===== src/rtl/lpm_pkg.sv =====
package lpm_pkg;

  typedef enum logic [3:0] {
    S_ACTIVE,
    S_REF_CMD,
    S_RFC_WAIT,
    S_SRE_CMD,
    S_SELF,
    S_XSR,
    S_DPDE_CMD,
    S_DEEP,
    S_REINIT
  } lpm_state_e;

  localparam logic [2:0] MODE_ACTIVE  = 3'd0;
  localparam logic [2:0] MODE_REFRESH = 3'd1;
  localparam logic [2:0] MODE_SELF    = 3'd2;
  localparam logic [2:0] MODE_EXITING = 3'd3;
  localparam logic [2:0] MODE_DEEP    = 3'd4;
  localparam logic [2:0] MODE_REINIT  = 3'd5;

  // command codes as {cs_n, ras_n, cas_n, we_n}
  localparam logic [3:0] CODE_NOP = 4'b0111;
  localparam logic [3:0] CODE_REF = 4'b0001;
  localparam logic [3:0] CODE_DPD = 4'b0110;

  typedef struct packed {
    logic       cke;
    logic [3:0] code;
  } pin_set_t;

  function automatic pin_set_t pins_for(lpm_state_e s);
    pin_set_t p;
    case (s)
      S_REF_CMD:  p = '{cke: 1'b1, code: CODE_REF};
      S_SRE_CMD:  p = '{cke: 1'b0, code: CODE_REF};
      S_SELF:     p = '{cke: 1'b0, code: CODE_NOP};
      S_DPDE_CMD: p = '{cke: 1'b0, code: CODE_DPD};
      S_DEEP:     p = '{cke: 1'b0, code: CODE_NOP};
      default:    p = '{cke: 1'b1, code: CODE_NOP};
    endcase
    return p;
  endfunction

  function automatic logic [2:0] mode_for(lpm_state_e s);
    case (s)
      S_REF_CMD, S_RFC_WAIT: return MODE_REFRESH;
      S_SRE_CMD, S_SELF:     return MODE_SELF;
      S_XSR:                 return MODE_EXITING;
      S_DPDE_CMD, S_DEEP:    return MODE_DEEP;
      S_REINIT:              return MODE_REINIT;
      default:               return MODE_ACTIVE;
    endcase
  endfunction

  // interval timer runs only while the memory depends on external refresh
  function automatic logic tracker_runs(lpm_state_e s);
    return (s == S_ACTIVE) || (s == S_REF_CMD) || (s == S_RFC_WAIT) || (s == S_XSR);
  endfunction

endpackage


===== src/rtl/lpm_refi_tracker.sv =====
module lpm_refi_tracker #(
  parameter int REFI_CYC = 780,
  parameter int MAX_OWED = 8,
  localparam int CW = (REFI_CYC > 1) ? $clog2(REFI_CYC) : 1,
  localparam int OW = $clog2(MAX_OWED + 1)
) (
  input  logic          clk,
  input  logic          rst_n,
  input  logic          run,
  input  logic          consume,
  output logic [OW-1:0] owed,
  output logic          owed_full
);

  logic [CW-1:0] cnt_q;
  logic          tick;

  function automatic logic [OW-1:0] owed_next(logic [OW-1:0] cur, logic add, logic sub);
    if (add && !sub && cur != OW'(MAX_OWED)) return cur + 1'b1;
    if (sub && !add && cur != '0)            return cur - 1'b1;
    return cur;
  endfunction

  assign tick      = run && (cnt_q == CW'(REFI_CYC - 1));
  assign owed_full = (owed == OW'(MAX_OWED));

  always_ff @(posedge clk or negedge rst_n) begin
    if (!rst_n) begin
      cnt_q <= '0;
      owed  <= '0;
    end else if (!run) begin
      cnt_q <= '0;
      owed  <= '0;
    end else begin
      cnt_q <= tick ? '0 : cnt_q + 1'b1;
      owed  <= owed_next(owed, tick, consume);
    end
  end

endmodule


===== src/rtl/lpm_span_timer.sv =====
module lpm_span_timer #(
  parameter int W = 8
) (
  input  logic         clk,
  input  logic         rst_n,
  input  logic         load,
  input  logic [W-1:0] load_val,
  output logic         done
);

  logic [W-1:0] cnt_q;

  assign done = (cnt_q == '0);

  always_ff @(posedge clk or negedge rst_n) begin
    if (!rst_n)       cnt_q <= '0;
    else if (load)    cnt_q <= load_val;
    else if (!done)   cnt_q <= cnt_q - 1'b1;
  end

endmodule


===== src/rtl/lpm_pin_drive.sv =====
module lpm_pin_drive
  import lpm_pkg::*;
(
  input  lpm_state_e state,
  output logic       cke,
  output logic       cs_n,
  output logic       ras_n,
  output logic       cas_n,
  output logic       we_n,
  output logic [2:0] mode
);

  pin_set_t pins;

  always_comb begin
    pins = pins_for(state);
    cke  = pins.cke;
    {cs_n, ras_n, cas_n, we_n} = pins.code;
    mode = mode_for(state);
  end

endmodule


===== src/rtl/lpm_refresh_seq.sv =====
module lpm_refresh_seq #(
  parameter int REFI_CYC = 780,
  parameter int RFC_CYC  = 10,
  parameter int XSR_CYC  = 14,
  parameter int MAX_OWED = 8
) (
  input  logic       clk,
  input  logic       rst_n,
  input  logic       sr_req,
  input  logic       dpd_req,
  input  logic       overtemp,
  input  logic       banks_idle,
  input  logic       clk_stable,
  input  logic       defer_ref,
  input  logic       reinit_ack,
  output logic       cke,
  output logic       cs_n,
  output logic       ras_n,
  output logic       cas_n,
  output logic       we_n,
  output logic       ref_busy,
  output logic [2:0] mode
);
  import lpm_pkg::*;

  localparam int SPAN_MAX = (RFC_CYC > XSR_CYC) ? RFC_CYC : XSR_CYC;
  localparam int TW       = $clog2(SPAN_MAX + 1);
  localparam int OW       = $clog2(MAX_OWED + 1);

  lpm_state_e    state_q, state_d;
  logic [OW-1:0] owed;
  logic          owed_full;
  logic          span_done;
  logic          span_load;
  logic [TW-1:0] span_val;

  // named internal events
  logic ev_ref_issue;
  logic ev_ref_wanted;
  logic ev_lp_gate;
  logic ev_sr_exit;
  logic ev_dpd_exit;

  assign ev_ref_issue  = (state_q == S_REF_CMD);
  assign ev_ref_wanted = (owed != '0) && banks_idle && (!defer_ref || owed_full);
  assign ev_lp_gate    = (owed == '0) && banks_idle;
  assign ev_sr_exit    = !sr_req && clk_stable;
  assign ev_dpd_exit   = !dpd_req && clk_stable;

  lpm_refi_tracker #(
    .REFI_CYC (REFI_CYC),
    .MAX_OWED (MAX_OWED)
  ) u_tracker (
    .clk       (clk),
    .rst_n     (rst_n),
    .run       (tracker_runs(state_q)),
    .consume   (ev_ref_issue),
    .owed      (owed),
    .owed_full (owed_full)
  );

  lpm_span_timer #(.W(TW)) u_span (
    .clk      (clk),
    .rst_n    (rst_n),
    .load     (span_load),
    .load_val (span_val),
    .done     (span_done)
  );

  always_comb begin
    state_d   = state_q;
    span_load = 1'b0;
    span_val  = '0;
    case (state_q)
      S_ACTIVE: begin
        if (ev_ref_wanted)                         state_d = S_REF_CMD;
        else if (ev_lp_gate && dpd_req)            state_d = S_DPDE_CMD;
        else if (ev_lp_gate && sr_req && !overtemp) state_d = S_SRE_CMD;
      end
      S_REF_CMD: begin
        span_load = 1'b1;
        span_val  = TW'(RFC_CYC - 2);
        state_d   = S_RFC_WAIT;
      end
      S_RFC_WAIT: if (span_done) state_d = S_ACTIVE;
      S_SRE_CMD:  state_d = S_SELF;
      S_SELF: begin
        if (ev_sr_exit) begin
          span_load = 1'b1;
          span_val  = TW'(XSR_CYC - 1);
          state_d   = S_XSR;
        end
      end
      S_XSR:      if (span_done) state_d = S_ACTIVE;
      S_DPDE_CMD: state_d = S_DEEP;
      S_DEEP:     if (ev_dpd_exit) state_d = S_REINIT;
      S_REINIT:   if (reinit_ack) state_d = S_ACTIVE;
      default:    state_d = S_ACTIVE;
    endcase
  end

  always_ff @(posedge clk or negedge rst_n) begin
    if (!rst_n) state_q <= S_ACTIVE;
    else        state_q <= state_d;
  end

  lpm_pin_drive u_pins (
    .state (state_q),
    .cke   (cke),
    .cs_n  (cs_n),
    .ras_n (ras_n),
    .cas_n (cas_n),
    .we_n  (we_n),
    .mode  (mode)
  );

  assign ref_busy = (owed != '0) || (state_q == S_REF_CMD) || (state_q == S_RFC_WAIT);

endmodule


===== config.mk =====
export PLATFORM = sky130hd
export DESIGN_NAME = lpm_refresh_seq
export DESIGN_NICKNAME = d
export VERILOG_FILES = /design/src/rtl/lpm_pkg.sv /design/src/rtl/lpm_refi_tracker.sv /design/src/rtl/lpm_span_timer.sv /design/src/rtl/lpm_pin_drive.sv /design/src/rtl/lpm_refresh_seq.sv
export SDC_FILE = /design/constraint.sdc
export NUM_CORES = 1
export LEC_CHECK = 0
export ABC_AREA = 1
export BUFFER_PORTS_ARGS = -buffer_cell sky130_fd_sc_hd__buf_2
export CORE_MARGIN = 3
export CORE_UTILIZATION = 40
export CTS_CLUSTER_DIAMETER = 30
export DETAILED_ROUTE_END_ITERATION = 16
export PLACE_DENSITY = 0.62
export SETUP_SLACK_MARGIN = 0.3
export SLEW_MARGIN = 25
export SYNTH_ARGS = -nofsm -noshare
export SYNTH_HDL_FRONTEND = slang
export SYNTH_HIERARCHICAL = 1
export SYNTH_SLANG_ARGS = --single-unit

===== constraint.sdc =====
create_clock -name clk -period 1.9 [get_ports clk]
set_input_delay 0.19 -clock clk [delete_from_list [all_inputs] [get_ports clk]]
set_output_delay 0.19 -clock clk [all_outputs]
set_load 0.02 [all_outputs]

## Yosys cells after proc, flatten, opt, wreduce, memory -nomap -nowiden

Memory sizes are Yosys's and may differ from the RTL's.
Cells that the tools add are included.

| word-level totals | value |
|---|---|
| register bits | 22 |
| bits in latches | 0 |
| memory bits (writable) | 0 |
| bits in read-only memories | 48 |
| bits of input ports | 9 |
| output and inout port bits | 9 |
| word-level logic and storage cells | 86 |
| memories kept | 1 |

| cells by class | value |
|---|---|
| add/sub/neg operators | 4 |
| $mul | 0 |
| divide/modulo/power cells | 0 |
| $lt $le $gt $ge | 0 |
| equal/unequal tests | 18 |
| shift operators | 0 |
| mux-type cells | 27 |
| bitwise gates (word level) | 0 |
| reduce and logical (&&, ||, !) cells | 32 |

Memories:

| name | words | bits a word | rd ports | clocked after Yosys merged registers in | wr ports | line | text |
|---|---|---|---|---|---|---|---|
| (no name shown) | 16 | 3 | 1 | 0 | 0 | lpm_pkg.sv:46 | `case (s)` |

Operator list:

| operator | count |
|---|---|
| $mux W4 | 15 |
| $pmux W4 S8 | 1 |
| $mux W10 | 2 |
| $pmux W5 S4 | 1 |
| $eq A4 B3 Y1 const B | 4 |
| $logic_and A1 B1 Y1 | 13 |
| $logic_not A4 Y1 | 3 |
| $add A10 B1 Y10 const B | 1 |
| $eq A10 B10 Y1 const B | 1 |
| $eq A4 B2 Y1 const B | 2 |
| $eq A4 B4 Y1 const B | 2 |
| $pmux W4 S2 | 1 |
| $sub A4 B1 Y4 const B | 2 |
| $logic_not A1 Y1 | 6 |
| $logic_or A1 B1 Y1 | 6 |
| $mux W1 | 6 |
| $ne A2 B2 Y1 const B | 3 |
| $reduce_and A5 Y1 | 1 |
| $add A4 B1 Y4 const B | 1 |
| $eq A4 B1 Y1 const B | 1 |
| $ne A2 B1 Y1 const B | 2 |
| $ne A4 B2 Y1 const B | 1 |
| $ne A4 B4 Y1 const B | 1 |
| $reduce_bool A4 Y1 | 1 |
| 3 further kinds | 4 |

## Logic depth before layout (Yosys ltp)

| depth | value |
|---|---|
| depth in word-level cells | 14 |
| depth in mapped cells | 13 |
| gate-level depth less buffers | 13 |

## By module

Netlist, hierarchy kept.

By module, submodules not included:

| module | times used | cells an instance | area an instance (um2) | seq. area each (um2) |
|---|---|---|---|---|
| lpm_refi_tracker | 1 | 112 | 933.4 | 350.3 |
| lpm_refresh_seq | 1 | 75 | 441.7 | 100.1 |
| lpm_span_timer | 1 | 34 | 242.7 | 100.1 |
| lpm_pin_drive | 1 | 29 | 180.2 | 0.0 |

## Worst setup path after synthesis

OpenSTA, ideal clock, no wires.

| timing path | value |
|---|---|
| kind | reg-to-reg |
| start | reg state_q[3] |
| end | reg u_tracker.owed[3] |
| setup time | 0.065 ns |
| data arrival time | 1.668 ns |
| data required time | 1.835 ns |
| slack | 0.167 ns |
| stages on the path, launching flop included | 13 |
| buffers on the path | 1 |
| clock period less this slack | 1.733 ns |
| cells stage by stage | dfrtp_1 -> nor2_1 -> inv_2 -> o211ai_1 -> buf_6 -> nand2_4 -> inv_2 -> nand2_2 -> nor2_4 -> nand3_4 -> a21oi_4 -> nand2_1 -> nand2_1 |

| on the way | value |
|---|---|
| longest elaborated chain between the ends | 12 |
| elaborated cells between the ends (all ways) | 24 |
| classes of those cells | eq/ne: 4; mux: 9; reduce/logical: 11 |

RTL lines:

| what | line | text |
|---|---|---|
| start: declaration | lpm_refresh_seq.sv:30 | `lpm_state_e state_q, state_d;` |
| start signal: assignment | lpm_refresh_seq.sv:104 | `else state_q <= state_d;` |
| $eq A4 B1 Y1 / $logic_not A4 Y1 (equally long branches) | lpm_pkg.sv:58, lpm_refresh_seq.sv:44 |  |
| $logic_or A1 B1 Y1 (3 in series) | lpm_pkg.sv:58 | `return (s == S_ACTIVE) \|\| (s == S_REF_CMD) \|\| (s == S_RFC_WAIT) \|\| (s == S_XSR);` |
| $logic_and A1 B1 Y1 | lpm_refi_tracker.sv:24 | `assign tick = run && (cnt_q == CW'(REFI_CYC - 1));` |
| $logic_not A1 Y1 | lpm_refi_tracker.sv:20 | `if (sub && !add && cur != '0) return cur - 1'b1;` |
| $logic_and A1 B1 Y1 (2 in series) | lpm_refi_tracker.sv:20 |  |
| $mux W1 / $mux W4 (equally long branches) | lpm_refi_tracker.sv:20 |  |
| $mux W1 / $mux W4 (equally long branches) | lpm_refi_tracker.sv:20, lpm_refi_tracker.sv:21 |  |
| $mux W1 / $mux W4 (equally long branches) | lpm_refi_tracker.sv:31, lpm_refi_tracker.sv:20 |  |
| $ne A3 B3 Y1 (no source line) / $mux W4 (equally long branches) | n/a |  |
| end signal: assignment | lpm_refi_tracker.sv:36 | `owed <= owed_next(owed, tick, consume);` |
| end: declaration | lpm_refi_tracker.sv:11 | `output logic [OW-1:0] owed,` |

Parallel ways exist; a longest one is shown, timed or not. The select of a mux whose other input is x is not followed.
A chain may end at the register's enable or synchronous reset.

## Final worst setup path

| timing path | value |
|---|---|
| start | reg state_q[2] |
| end | reg u_tracker.owed[3] |

The elaborated chain is that of the path after synthesis.

==> results.sh <==
export IMPL_synth_area_leaders="dfrtp_1, nand2_1, inv_1, nor2_1, ha_1"
export IMPL_drive_gt1_share_pct=43.8
export IMPL_grt_ovfl_total=0
export IMPL_clock_path_buffers=2
export IMPL_p_per_area_mw_per_mm2=1510
export IMPL_drv_slew=0
export IMPL_skew_ns=0.00625
export IMPL_pwr_share_clk_pct=12.0
export IMPL_numCtsBuffers=3
export IMPL_critical_path_required_ns=2.11
export IMPL_final_core_util_pct=59.9
export IMPL_max_cap_viol_count=0
export IMPL_h_tree_depth=1
export IMPL_first_iter_violations=57
export IMPL_die_h_um=73.0
export IMPL_ys_types=31
export IMPL_wl_per_cell_um=12.0
export IMPL_ios=18
export IMPL_regToRegStartpoint="state_q[2]$_DFFE_PN0P_"
export IMPL_coreArea_mm2=0.00417
export IMPL_antenna_found_initial=0
export IMPL_fp_dieW_um=73.0
export IMPL_switchingPower_mw=1.71
export IMPL_first_global_vias=1629
export IMPL_fin_setup_tns_ns=0
export IMPL_peakVddDrop_mv=0.764
export IMPL_hold_violations=0
export IMPL_r2r_end="u_tracker/owed[3]$_DFFE_PN0P_"
export IMPL_swShare_pct=45.4
export IMPL_slew_headroom_pct=66.1
export IMPL_finalSetupViolations=0
export IMPL_first_pass_iters=4
export IMPL_seq_power_share_pct=18.7
export IMPL_dieArea_mm2=0.00534
export IMPL_ys_seq_area_share_pct=30.6
export IMPL_synth_nets=267
export IMPL_dr_total_vias=1692
export IMPL_regArea_um2=557
export IMPL_nets=315
export IMPL_yosysWarnings=6
export IMPL_clk_pin_slew_worst_paths_ns=0.09
export IMPL_critical_path_class="flip-flop to flip-flop"
export IMPL_min_path_cells=4
export IMPL_rrSetupSlack_ns=0.17
export IMPL_yosysTopAreaCellShare_pct=30.6
export IMPL_p_int_mw=2.06
export IMPL_multi_input_area_mm2=0.00127
export IMPL_avgSynthCellArea_um2=7.19
export IMPL_grt_use_total_pct=16.3
export IMPL_place_hpwl_um=2690
export IMPL_max_freq_mhz=578
export IMPL_hp_start="reinit_ack"
export IMPL_period_share_pct=91.0
export IMPL_status="finished clean"
export IMPL_fill_cells=356
export IMPL_syn_area_mm2=0.00180
export IMPL_hp_class="input pin to flip-flop"
export IMPL_p_comb_share_pct=69.3
export IMPL_synthCells=250
export IMPL_n_antenna_cell=0
export IMPL_routed_wirelength_um=4170
export IMPL_root_buffer="clkbuf_8"
export IMPL_initial_core_util_pct=43.1
export IMPL_clock_latency_ns=0.27
export IMPL_clkSinkCount=22
export IMPL_arrival_ns=1.94
export IMPL_r2r_cells=12
export IMPL_via_per_inst=4.88
export IMPL_worst_setup_path_start_kind="flip-flop"
export IMPL_syn_to_final_growth_pct=39.0
export IMPL_synth_area_leader_cell="dfrtp_1"
export IMPL_ys_seq_elements=22
export IMPL_grt_pass1_wl_um=7020
export IMPL_min_to="state_q[3]$_DFFE_PN0P_"
export IMPL_rsz0062_at_grt="yes"
export IMPL_cp_end_kind="flip-flop"
export IMPL_path_max_fanout=5
export IMPL_io_buffers=16
export IMPL_ant_nets=0
export IMPL_rows=23
export IMPL_grt_max_degree=23
export IMPL_finalWeightedCongestion=0.907
export IMPL_cts_tree="yes"
export IMPL_drc=0
export IMPL_min_period_ns=1.73
export IMPL_tightest_slew_ns=0.508
export IMPL_leakagePower_nw=1.18
==> synth_stat cells, drive strengths merged <==
cell    number
nand2       74
nor2        41
inv         37
dfrtp       22
nand3       18
o21ai       14
ha           8
xor2         8
a21oi        5
nand4        5
nor3         5
buf          4
xnor2        3
conb         2
a21boi       1
a31oi        1
clkinv       1
o211ai       1
==> registers in the layout, indices dropped and copies added (netlist names) <==
signal and flops:
u_tracker/owed 4, u_tracker/cnt_q 10, u_span/cnt_q 4, state_q 4
==> what timing repair did <==
item	CTS	global route
setup endpoints to repair	21	26
pin swaps	18	19
gates cloned	1	0
endpoints found under the hold margin	22	0
resized for setup	20	54
hold buffers	1	0
setup buffers	13	12
==> layer usage <==
| metal | up-vias | track usage (%) | part of all wire (%) |
|---|---|---|---|
| met5 | - | 0 | 0 |
| met3 | 5 | 1.93 | 2.1 |
| li1 | 874 | - | - |
| met1 | 791 | 21.3 | 43 |
| met2 | 22 | 27.6 | 54 |
| met4 | 0 | 5.74 | 1.1 |
==> critical path, cell delays in order, from the launching register on <==
cell      delay (ns)
dfrtp_2         0.46
nor2_4          0.16
inv_2           0.06
o211ai_1        0.19
buf_4           0.17
nand2_4         0.05
nor2_4          0.10
nand3_4         0.11
nand2_4         0.13
nand2_1         0.06
o21ai_1         0.07
nand2_1         0.06
nand2_1         0.05
==> power groups by stage <==
stage	sequential, mW	clock, mW	combinational (mW)
after floorplan	0.706	0	1.29
final	0.707	0.452	2.61
after global placement	0.743	0	1.58
after global routing	0.727	0.481	2.87
after CTS	0.714	0.461	1.85
after detailed placement	0.740	0	1.58
==> layout by cell type, fill, tap and decap left out, types with 3 or more instances in the layout <==
cell type / n
inv_4: 3
xnor2_1: 3
inv_2: 11
nand4_1: 5
nor2_1: 24
clkbuf_8: 3
nor2_2: 5
xor2_1: 8
nor2_4: 12
o21ai_2: 4
nand3_1: 7
o21ai_0: 6
nand3_2: 9
buf_2: 9
inv_1: 23
nand2_4: 3
nand2_1: 58
ha_1: 4
buf_6: 17
nand2_2: 13
ha_4: 4
buf_4: 19
dfrtp_1: 17
dfrtp_2: 5
o21ai_1: 3
==> worst max path at each step <==
stage,from,end,cells after the start
4_1_cts,state_q[3]$_DFFE_PN0P_,u_tracker/owed[3]$_DFFE_PN0P_,12
2_1_floorplan,state_q[3]$_DFFE_PN0P_,u_tracker/owed[3]$_DFFE_PN0P_,12
3_3_place_gp,state_q[0]$_DFFE_PN0P_,u_tracker/owed[2]$_DFFE_PN0P_,12
6_report,state_q[2]$_DFFE_PN0P_,u_tracker/owed[3]$_DFFE_PN0P_,12
5_1_grt,state_q[2]$_DFFE_PN0P_,u_tracker/owed[3]$_DFFE_PN0P_,12
3_5_place_dp,state_q[3]$_DFFE_PN0P_,u_tracker/owed[2]$_DFFE_PN0P_,11
==> kinds of logic after synthesis <==
| logic type | Yosys count | synth area share [%] |
|---|---|---|
| xor gates and xnor gates | 11 | 5.36 |
| other | 2 | 0.418 |
| AOI/OAI and AO/OA | 22 | 8.35 |
| DFF | 22 | 30.6 |
| buffers and inverters | 42 | 9.88 |
| and+or+nand+nor | 143 | 39.8 |
| adders and majority gates | 8 | 5.57 |
==> per-stage QoR <==
| stage | hold WS, ns | instance area [um^2] | setup WS [ns] | total power, mW | instances |
|---|---|---|---|---|---|
| finish | 0.247 | 2500 | 0.171 | 3.77 | 347 |
| detailed placement | 0.199 | 1950 | 0.0951 | 2.32 | 316 |
| global route | 0.287 | 2500 | 0.0109 | 4.07 | 347 |
| floorplan | -0.106 | 1810 | 0.254 | 1.99 | 250 |
| CTS | 0.234 | 2180 | 0.212 | 3.02 | 335 |
| global placement | 0.201 | 1950 | 0.100 | 2.32 | 316 |
==> cell type report <==
cell class,count,share of cell area [%]
Multi-Input combinational cell,187,50.7
Sequential cell,22,22.3
Timing Repair Buffer,46,15.6
Inverter,38,6.16
Tap cell,50,2.50
Clock buffer,3,1.65
Clock inverter,1,1.20
(Power assumes the default switching activity.)
